**config.mk**
```make
export PLATFORM = sky130hd
export DESIGN_NAME = tagged_sample_fifo
export DESIGN_NICKNAME = d
export VERILOG_FILES = /design/src/rtl/tsf_pkg.sv /design/src/rtl/tsf_packer.sv /design/src/rtl/tsf_store.sv /design/src/rtl/tsf_flags.sv /design/src/rtl/tagged_sample_fifo.sv
export SDC_FILE = /design/constraint.sdc
export NUM_CORES = 1
export LEC_CHECK = 0
export ABC_AREA = 1
export BUFFER_PORTS_ARGS = -buffer_cell sky130_fd_sc_hd__buf_2
export CAP_MARGIN = 25
export CORE_MARGIN = 5
export CORE_UTILIZATION = 50
export CTS_CLUSTER_DIAMETER = 150
export DETAILED_ROUTE_END_ITERATION = 10
export GPL_ROUTABILITY_DRIVEN = 0
export PLACE_DENSITY = 0.76
export SYNTH_ARGS = -nofsm -noshare
export SYNTH_HDL_FRONTEND = slang
export SYNTH_SLANG_ARGS = --single-unit
```
**constraint.sdc**
```tcl
create_clock -name clk -period 11.7 [get_ports clk]
set_clock_uncertainty 0.15 [all_clocks]
set_input_delay 1.755 -clock clk [delete_from_list [all_inputs] [get_ports clk]]
set_output_delay 1.755 -clock clk [all_outputs]
set_load 0.02 [all_outputs]
```
**src/rtl/tsf_pkg.sv**
```systemverilog
// Package: shared types for the tagged sample buffer.
// Assumes: width code values are fixed by the host control field.
package tsf_pkg;
    localparam int WORD_W  = 32;
    localparam int TAG_W   = 5;
    localparam int SAMP_W  = 24;
    localparam int TAG_LSB = 24;

    typedef enum logic [1:0] {
        SW_16 = 2'd0,
        SW_18 = 2'd1,
        SW_20 = 2'd2,
        SW_24 = 2'd3
    } samp_width_e;

    // Number of live sample bits for a width code.
    function automatic int width_bits(samp_width_e w);
        case (w)
            SW_16:   return 16;
            SW_18:   return 18;
            SW_20:   return 20;
            default: return 24;
        endcase
    endfunction
endpackage

```
**src/rtl/tsf_packer.sv**
```systemverilog
// Module: tsf_packer
// Builds the stored word from a tag and a sample. Bits above the chosen
// sample width are forced to zero, and the reserved top bits are zero.
// Assumes: width code is valid whenever a write is offered.
module tsf_packer
    import tsf_pkg::*;
(
    input  logic [TAG_W-1:0]  tag,
    input  logic [SAMP_W-1:0] sample,
    input  samp_width_e       wsel,
    output logic [WORD_W-1:0] word
);
    logic [SAMP_W-1:0] mask;
    logic [SAMP_W-1:0] field;

    // Mask of live sample bits for the selected width.
    always_comb begin
        mask = '0;
        for (int b = 0; b < SAMP_W; b++) begin
            if (b < width_bits(wsel)) mask[b] = 1'b1;
        end
    end

    // Assemble reserved bits, tag and masked sample.
    always_comb begin
        field = sample & mask;
        word  = {{(WORD_W-TAG_LSB-TAG_W){1'b0}}, tag, field};
    end

    // p_pad_zero_r2: no sample bit above the width reaches the word.
    always_comb begin
        if (wsel == SW_16) assert (word[23:16] == 8'h00) else $error("p_pad_zero_r2");
    end
endmodule

```
**src/rtl/tsf_store.sv**
```systemverilog
// Module: tsf_store
// Circular word store with read and write pointers and an occupancy
// counter. The read port is registered: a pop updates rd_data on the
// edge that accepts it; a refused read loads zero.
// Assumes: wr_acc is never raised while full, rd_acc never while empty.
module tsf_store #(
    parameter int DEPTH  = 16,
    parameter int WORD_W = 32,
    localparam int PTR_W = (DEPTH > 1) ? $clog2(DEPTH) : 1,
    localparam int CNT_W = $clog2(DEPTH + 1)
) (
    input  logic              clk,
    input  logic              rst_n,
    input  logic              flush,
    input  logic              wr_acc,
    input  logic [WORD_W-1:0] wr_word,
    input  logic              rd_acc,
    output logic [WORD_W-1:0] rd_data,
    output logic [CNT_W-1:0]  count
);
    localparam logic [PTR_W-1:0] LAST = PTR_W'(DEPTH - 1);

    logic [WORD_W-1:0] mem [DEPTH];
    logic [PTR_W-1:0]  wptr, rptr;

    // Wrap a pointer at the last slot.
    function automatic logic [PTR_W-1:0] nxt(logic [PTR_W-1:0] p);
        return (p == LAST) ? '0 : p + 1'b1;
    endfunction

    // Storage array write port.
    always_ff @(posedge clk) begin
        if (wr_acc) mem[wptr] <= wr_word;
    end

    // Pointer and occupancy maintenance.
    always_ff @(posedge clk) begin
        if (!rst_n || flush) begin
            wptr  <= '0;
            rptr  <= '0;
            count <= '0;
        end else begin
            if (wr_acc) wptr <= nxt(wptr);
            if (rd_acc) rptr <= nxt(rptr);
            case ({wr_acc, rd_acc})
                2'b10:   count <= count + 1'b1;
                2'b01:   count <= count - 1'b1;
                default: count <= count;
            endcase
        end
    end

    // Registered read data; zero when no word is popped.
    always_ff @(posedge clk) begin
        if (!rst_n)      rd_data <= '0;
        else if (rd_acc) rd_data <= mem[rptr];
        else             rd_data <= '0;
    end

    // p_level_bound_r3: occupancy never exceeds the depth.
    p_level_bound_r3: assert property (@(posedge clk) disable iff (!rst_n)
        count <= CNT_W'(DEPTH));
    // p_flush_empties_r8: a flush leaves the store empty.
    p_flush_empties_r8: assert property (@(posedge clk) disable iff (!rst_n)
        flush |=> count == '0);
    // p_balanced_r11: push and pop together keep the count.
    p_balanced_r11: assert property (@(posedge clk) disable iff (!rst_n)
        (wr_acc && rd_acc && !flush) |=> $stable(count));
endmodule

```
**src/rtl/tsf_flags.sv**
```systemverilog
// Module: tsf_flags
// Sticky overflow and underflow flags plus the threshold comparison.
// A set event outranks a host clear in the same cycle.
// Assumes: event inputs are single-cycle qualified strobes.
module tsf_flags #(
    parameter int CNT_W = 5
) (
    input  logic             clk,
    input  logic             rst_n,
    input  logic             ovf_evt,
    input  logic             unf_evt,
    input  logic             flag_wr,
    input  logic [1:0]       flag_wdata,
    input  logic [CNT_W-1:0] count,
    input  logic [CNT_W-1:0] thresh,
    input  logic             aux_sel,
    output logic             ovf_flag,
    output logic             unf_flag,
    output logic             thresh_flag,
    output logic             aux_out
);
    logic ovf_clr, unf_clr;

    // Decode host writes of zero into clear strobes.
    always_comb begin
        ovf_clr = flag_wr && !flag_wdata[0];
        unf_clr = flag_wr && !flag_wdata[1];
    end

    // Sticky overflow flag.
    always_ff @(posedge clk) begin
        if (!rst_n)       ovf_flag <= 1'b0;
        else if (ovf_evt) ovf_flag <= 1'b1;
        else if (ovf_clr) ovf_flag <= 1'b0;
    end

    // Sticky underflow flag.
    always_ff @(posedge clk) begin
        if (!rst_n)       unf_flag <= 1'b0;
        else if (unf_evt) unf_flag <= 1'b1;
        else if (unf_clr) unf_flag <= 1'b0;
    end

    // Fill comparison and auxiliary routing.
    always_comb begin
        thresh_flag = count > thresh;
        aux_out     = aux_sel && thresh_flag;
    end

    // p_ovf_sticky_r6: overflow holds unless cleared by the host.
    p_ovf_sticky_r6: assert property (@(posedge clk) disable iff (!rst_n)
        (ovf_flag && !ovf_clr) |=> ovf_flag);
    // p_unf_sticky_r6: underflow holds unless cleared by the host.
    p_unf_sticky_r6: assert property (@(posedge clk) disable iff (!rst_n)
        (unf_flag && !unf_clr) |=> unf_flag);
    // p_ovf_set_r4: an overflow event always shows next cycle.
    p_ovf_set_r4: assert property (@(posedge clk) disable iff (!rst_n)
        ovf_evt |=> ovf_flag);
endmodule

```
**src/rtl/tagged_sample_fifo.sv**
```systemverilog
// Module: tagged_sample_fifo (top)
// Channel-tagged sample buffer: packs tag and sample, stores words in
// order, and reports level, threshold and sticky error flags.
// Assumes: clr is a single-cycle pulse; inputs change away from the edge.
module tagged_sample_fifo
    import tsf_pkg::*;
#(
    parameter int DEPTH = 16,
    localparam int CNT_W = $clog2(DEPTH + 1)
) (
    input  logic               clk,
    input  logic               rst_n,
    input  logic               wr_valid,
    input  logic [4:0]         wr_tag,
    input  logic [23:0]        wr_sample,
    input  logic [1:0]         width_sel,
    input  logic               wr_enable,
    input  logic               clr,
    input  logic               rd_req,
    output logic [31:0]        rd_data,
    output logic [CNT_W-1:0]   level,
    output logic               full,
    output logic               empty,
    input  logic [CNT_W-1:0]   thresh,
    output logic               thresh_flag,
    input  logic               aux_sel,
    output logic               aux_out,
    input  logic               flag_wr,
    input  logic [1:0]         flag_wdata,
    output logic               ovf_flag,
    output logic               underflow_flag
);
    logic [WORD_W-1:0] packed_word;
    logic wr_try, rd_try, wr_acc, rd_acc, ovf_evt, unf_evt;

    // Pack the offered sample.
    tsf_packer u_pack (
        .tag    (wr_tag),
        .sample (wr_sample),
        .wsel   (samp_width_e'(width_sel)),
        .word   (packed_word)
    );

    // Qualify requests against clear, enable, full and empty.
    always_comb begin
        full    = level == CNT_W'(DEPTH);
        empty   = level == '0;
        wr_try  = wr_valid && wr_enable && !clr;
        rd_try  = rd_req && !clr;
        wr_acc  = wr_try && !full;
        rd_acc  = rd_try && !empty;
        ovf_evt = wr_try && full;
        unf_evt = rd_try && empty;
    end

    // Word storage.
    tsf_store #(.DEPTH(DEPTH), .WORD_W(WORD_W)) u_store (
        .clk     (clk),
        .rst_n   (rst_n),
        .flush   (clr),
        .wr_acc  (wr_acc),
        .wr_word (packed_word),
        .rd_acc  (rd_acc),
        .rd_data (rd_data),
        .count   (level)
    );

    // Status flags.
    tsf_flags #(.CNT_W(CNT_W)) u_flags (
        .clk         (clk),
        .rst_n       (rst_n),
        .ovf_evt     (ovf_evt),
        .unf_evt     (unf_evt),
        .flag_wr     (flag_wr),
        .flag_wdata  (flag_wdata),
        .count       (level),
        .thresh      (thresh),
        .aux_sel     (aux_sel),
        .ovf_flag    (ovf_flag),
        .unf_flag    (underflow_flag),
        .thresh_flag (thresh_flag),
        .aux_out     (aux_out)
    );

    // p_full_drop_r4: a write on full without a read keeps the level.
    p_full_drop_r4: assert property (@(posedge clk) disable iff (!rst_n)
        (full && wr_valid && !rd_req && !clr) |=> full);
    // p_empty_zero_r5: a read on empty returns zero.
    p_empty_zero_r5: assert property (@(posedge clk) disable iff (!rst_n)
        (empty && rd_req) |=> rd_data == '0);
    // p_disabled_hold_r9: a disabled write alone never raises the level.
    p_disabled_hold_r9: assert property (@(posedge clk) disable iff (!rst_n)
        (!wr_enable && !rd_req && !clr) |=> $stable(level));
    // p_reserved_zero_r1: popped words keep reserved bits clear.
    p_reserved_zero_r1: assert property (@(posedge clk) disable iff (!rst_n)
        rd_data[31:29] == 3'b000);
endmodule

```
==> metrics.md <==
| Metric | Value |
|---|---|
| Antenna Cells | `0` |
| Max-cap violations | `0` |
| Period minus WS final | `4865 ps` |
| Final hold violations | `0` |
| Via-to-Cell Ratio | `5.182` |
| Vias in the first global route | `14600` |
| Starting Density | `50.30%` |
| Post-CTS sizing | `0` |
| VDD IR max | `0.1073 mV` |
| PD cells | `152.6 nW/um2` |
| Nets | `2196` |
| DIE WIDTH | `217.7 um` |
| Grt ovf | `0` |
| Mean Syn Cell Area | `10.44 um2` |
| Synthesis-to-finish area growth | `12.76%` |
| Post-CTS Hold Buffers | `0` |
| Kind of critical path | `input pin to output port` |
| Post-synthesis sequential area ratio | `68.67%` |
| Worst Hold Class | `flip-flop to flip-flop` |
| Post-synth ARST share | `0%` |
| Post-Syn Instances | `2067` |
| First-pass GRT wire length | `77690 um` |
| CTS root buf | `clkbuf_16` |
| Top cells by area, synth | `edfxtp_1, nand2_1, inv_1` |
| Slew HR | `30.64%` |
| Outcome | `complete, no violations` |
| DR WL/cell | `17.93 um` |
| Number of synthesized flops with an enable pin | `464` |
| Synth Register Bits | `508` |
| List of most frequent post-synthesis cells | `nand2_1, edfxtp_1, inv_1, nand3_1, nor2_1` |
| Worst endpoint data arrival time | `2960 ps` |
| Clk Latency, worst-skew pair | `580 ps` |
| Slew Limit Fails | `0` |
| Main synth FF type | `edfxtp_1` |
| Die Height | `217.7 um` |
| DRC violation total after the first TritonRoute iteration | `1467` |
| Post-route clock period utilization | `41.58%` |
| Total track usage | `20.86%` |
| PortBufs | `85` |
| Pre-Repair DR Iteration Count | `5` |
| Final HPWL from detailed placement | `26930 um` |
| Final ANT Viol Nets | `0` |
| Hold WS | `341.0 ps` |
| Clock transition at the registers of the reported paths | `60 ps` |
| Vias | `14310` |
| Synth top area share | `64.59%` |
| WL final | `49510 um` |
| Clock buffer depth | `3` |
| Cell taking the most area after synthesis | `edfxtp_1` |
| Row cnt | `76` |
| Die footprint | `47400 um2` |
| TritonCTS clock tree | `yes` |
| Setup TNS | `0 ps` |
| Largest net degree at the start of global routing | `78` |
| R2R setup slack | `8310 ps` |
| RSZ-0062 raised after global routing | `no` |
| Sink Count | `508` |
| DRC errors left | `0` |
| Setup crit start kind | `input pin` |
| Static Leak | `10.23 nW` |
| WP data required | `9800 ps` |
| Share of post-route cells with drive strength above 1 | `11.25%` |
| Yosys cell types | `28` |
| H-tree depth | `2` |
| CTS Buf Count | `50` |
| Initial antenna violation count | `0` |
| Peak Freq | `0.2056 GHz` |
| Synth Cell Area | `21570 um2` |
| Yosys warns | `0` |
| Maximum fanout along the worst path | `2` |
| Count leader, synth | `nand2_1` |
| Setup-failing EPs final | `0` |
| Post-CTS setup buffer count | `0` |
| Filler cells | `3444` |
| Slew @ Worst Pin | `1037 ps` |
| Critical Path End Type | `output port` |
| Boundary Pins | `89` |
| Core area | `42890 um2` |
[sequential cells by signal, summed over array words and instances (netlist names)]
signal            count
u_store.wptr          4
u_store.rptr          4
u_flags.unf_flag      1
u_store.rd_data      29
u_store.mem         464
u_flags.ovf_flag      1
u_store.count         5
[kinds of logic after synthesis]
logic type	synth area share, %
AO/OA/AOI/OAI	3.433
AND/OR/NAND/NOR	18.28
flip-flops	68.67
adder cells (fa/ha/maj)	0.8120
buffers and inverters	8.624
XOR/XNOR	0.1624
other	0.01738
[metrics by stage]
stage               utilization (%)  instance area [um2]  total power [mW]  setup slack, ps  instances
finish                        56.72                24330             3.713             6835       2762
global route                  56.72                24330             3.821             6682       2762
CTS                           56.37                24180             3.728             6853       2755
detailed placement            52.55                22540             2.140             6859       2662
global placement              52.33                22440             2.135             6896       2658
floorplan                         -                21580             2.093             6744       2069
[worst paths after layout]
kind,from,end,depth (start not counted)
setup reg to reg,u_store.rptr[0],u_store.rd_data[6],7
setup / recovery,thresh[2],aux_out,9
hold / removal,u_flags.ovf_flag,u_flags.ovf_flag,2
hold reg to reg,u_flags.ovf_flag,u_flags.ovf_flag,2
[cells in the final DEF, fill, tap and decap left out, types with 3 or more instances in the layout]
| cell type | n |
|---|---|
| inv_1 | 346 |
| clkbuf_1 | 9 |
| dfxtp_2 | 3 |
| o21a_1 | 3 |
| edfxtp_1 | 464 |
| o21ai_0 | 11 |
| nand3_1 | 185 |
| xor2_1 | 4 |
| nand2_1 | 607 |
| o21ai_1 | 27 |
| clkinv_2 | 14 |
| buf_2 | 85 |
| nor2_4 | 17 |
| conb_1 | 3 |
| dfxtp_1 | 40 |
| clkinv_1 | 7 |
| buf_4 | 16 |
| clkinvlp_4 | 4 |
| o211ai_1 | 29 |
| nor2_1 | 119 |
| ha_1 | 14 |
| bufinv_16 | 6 |
| buf_16 | 5 |
| buf_12 | 5 |
| a21oi_1 | 57 |
| or2_2 | 29 |
| clkbuf_16 | 51 |
[worst max-delay path, cell delays in order]
cell and delay (ps):
buf_2 80, inv_1 40, ha_1 280, inv_1 40, nor3_1 250, nand2_1 90, nand3_1 120, o211a_1 150
buf_2 150
[routing by layer]
metal	up-vias	share of wire, %	track usage (%)
met5	-	0	0
met4	0	2.2	6.362
met3	92	8.0	4.595
met2	534	48	35.35
met1	6891	41	27.14
li1	6797	-	-
[where the power goes]
part           total [mW]  switching [mW]  internal (mW)
Combinational       0.113          0.0809         0.0317
Clock                1.61           0.672          0.938
Sequential           1.99         0.00540           1.98
[area by class of cell]
cell class / instances / area (um2) / area share, %
flip-flops and latches: 508 / 14820 / 60.93
multi-input cells: 1115 / 5031 / 20.68
clock buffers: 61 / 1324 / 5.442
inverters: 350 / 1319 / 5.421
repair buffers: 111 / 783.3 / 3.220
well taps: 585 / 732.0 / 3.009
clock inverters: 32 / 315.3 / 1.296
Note: power is estimated with default switching activity, not from simulation.
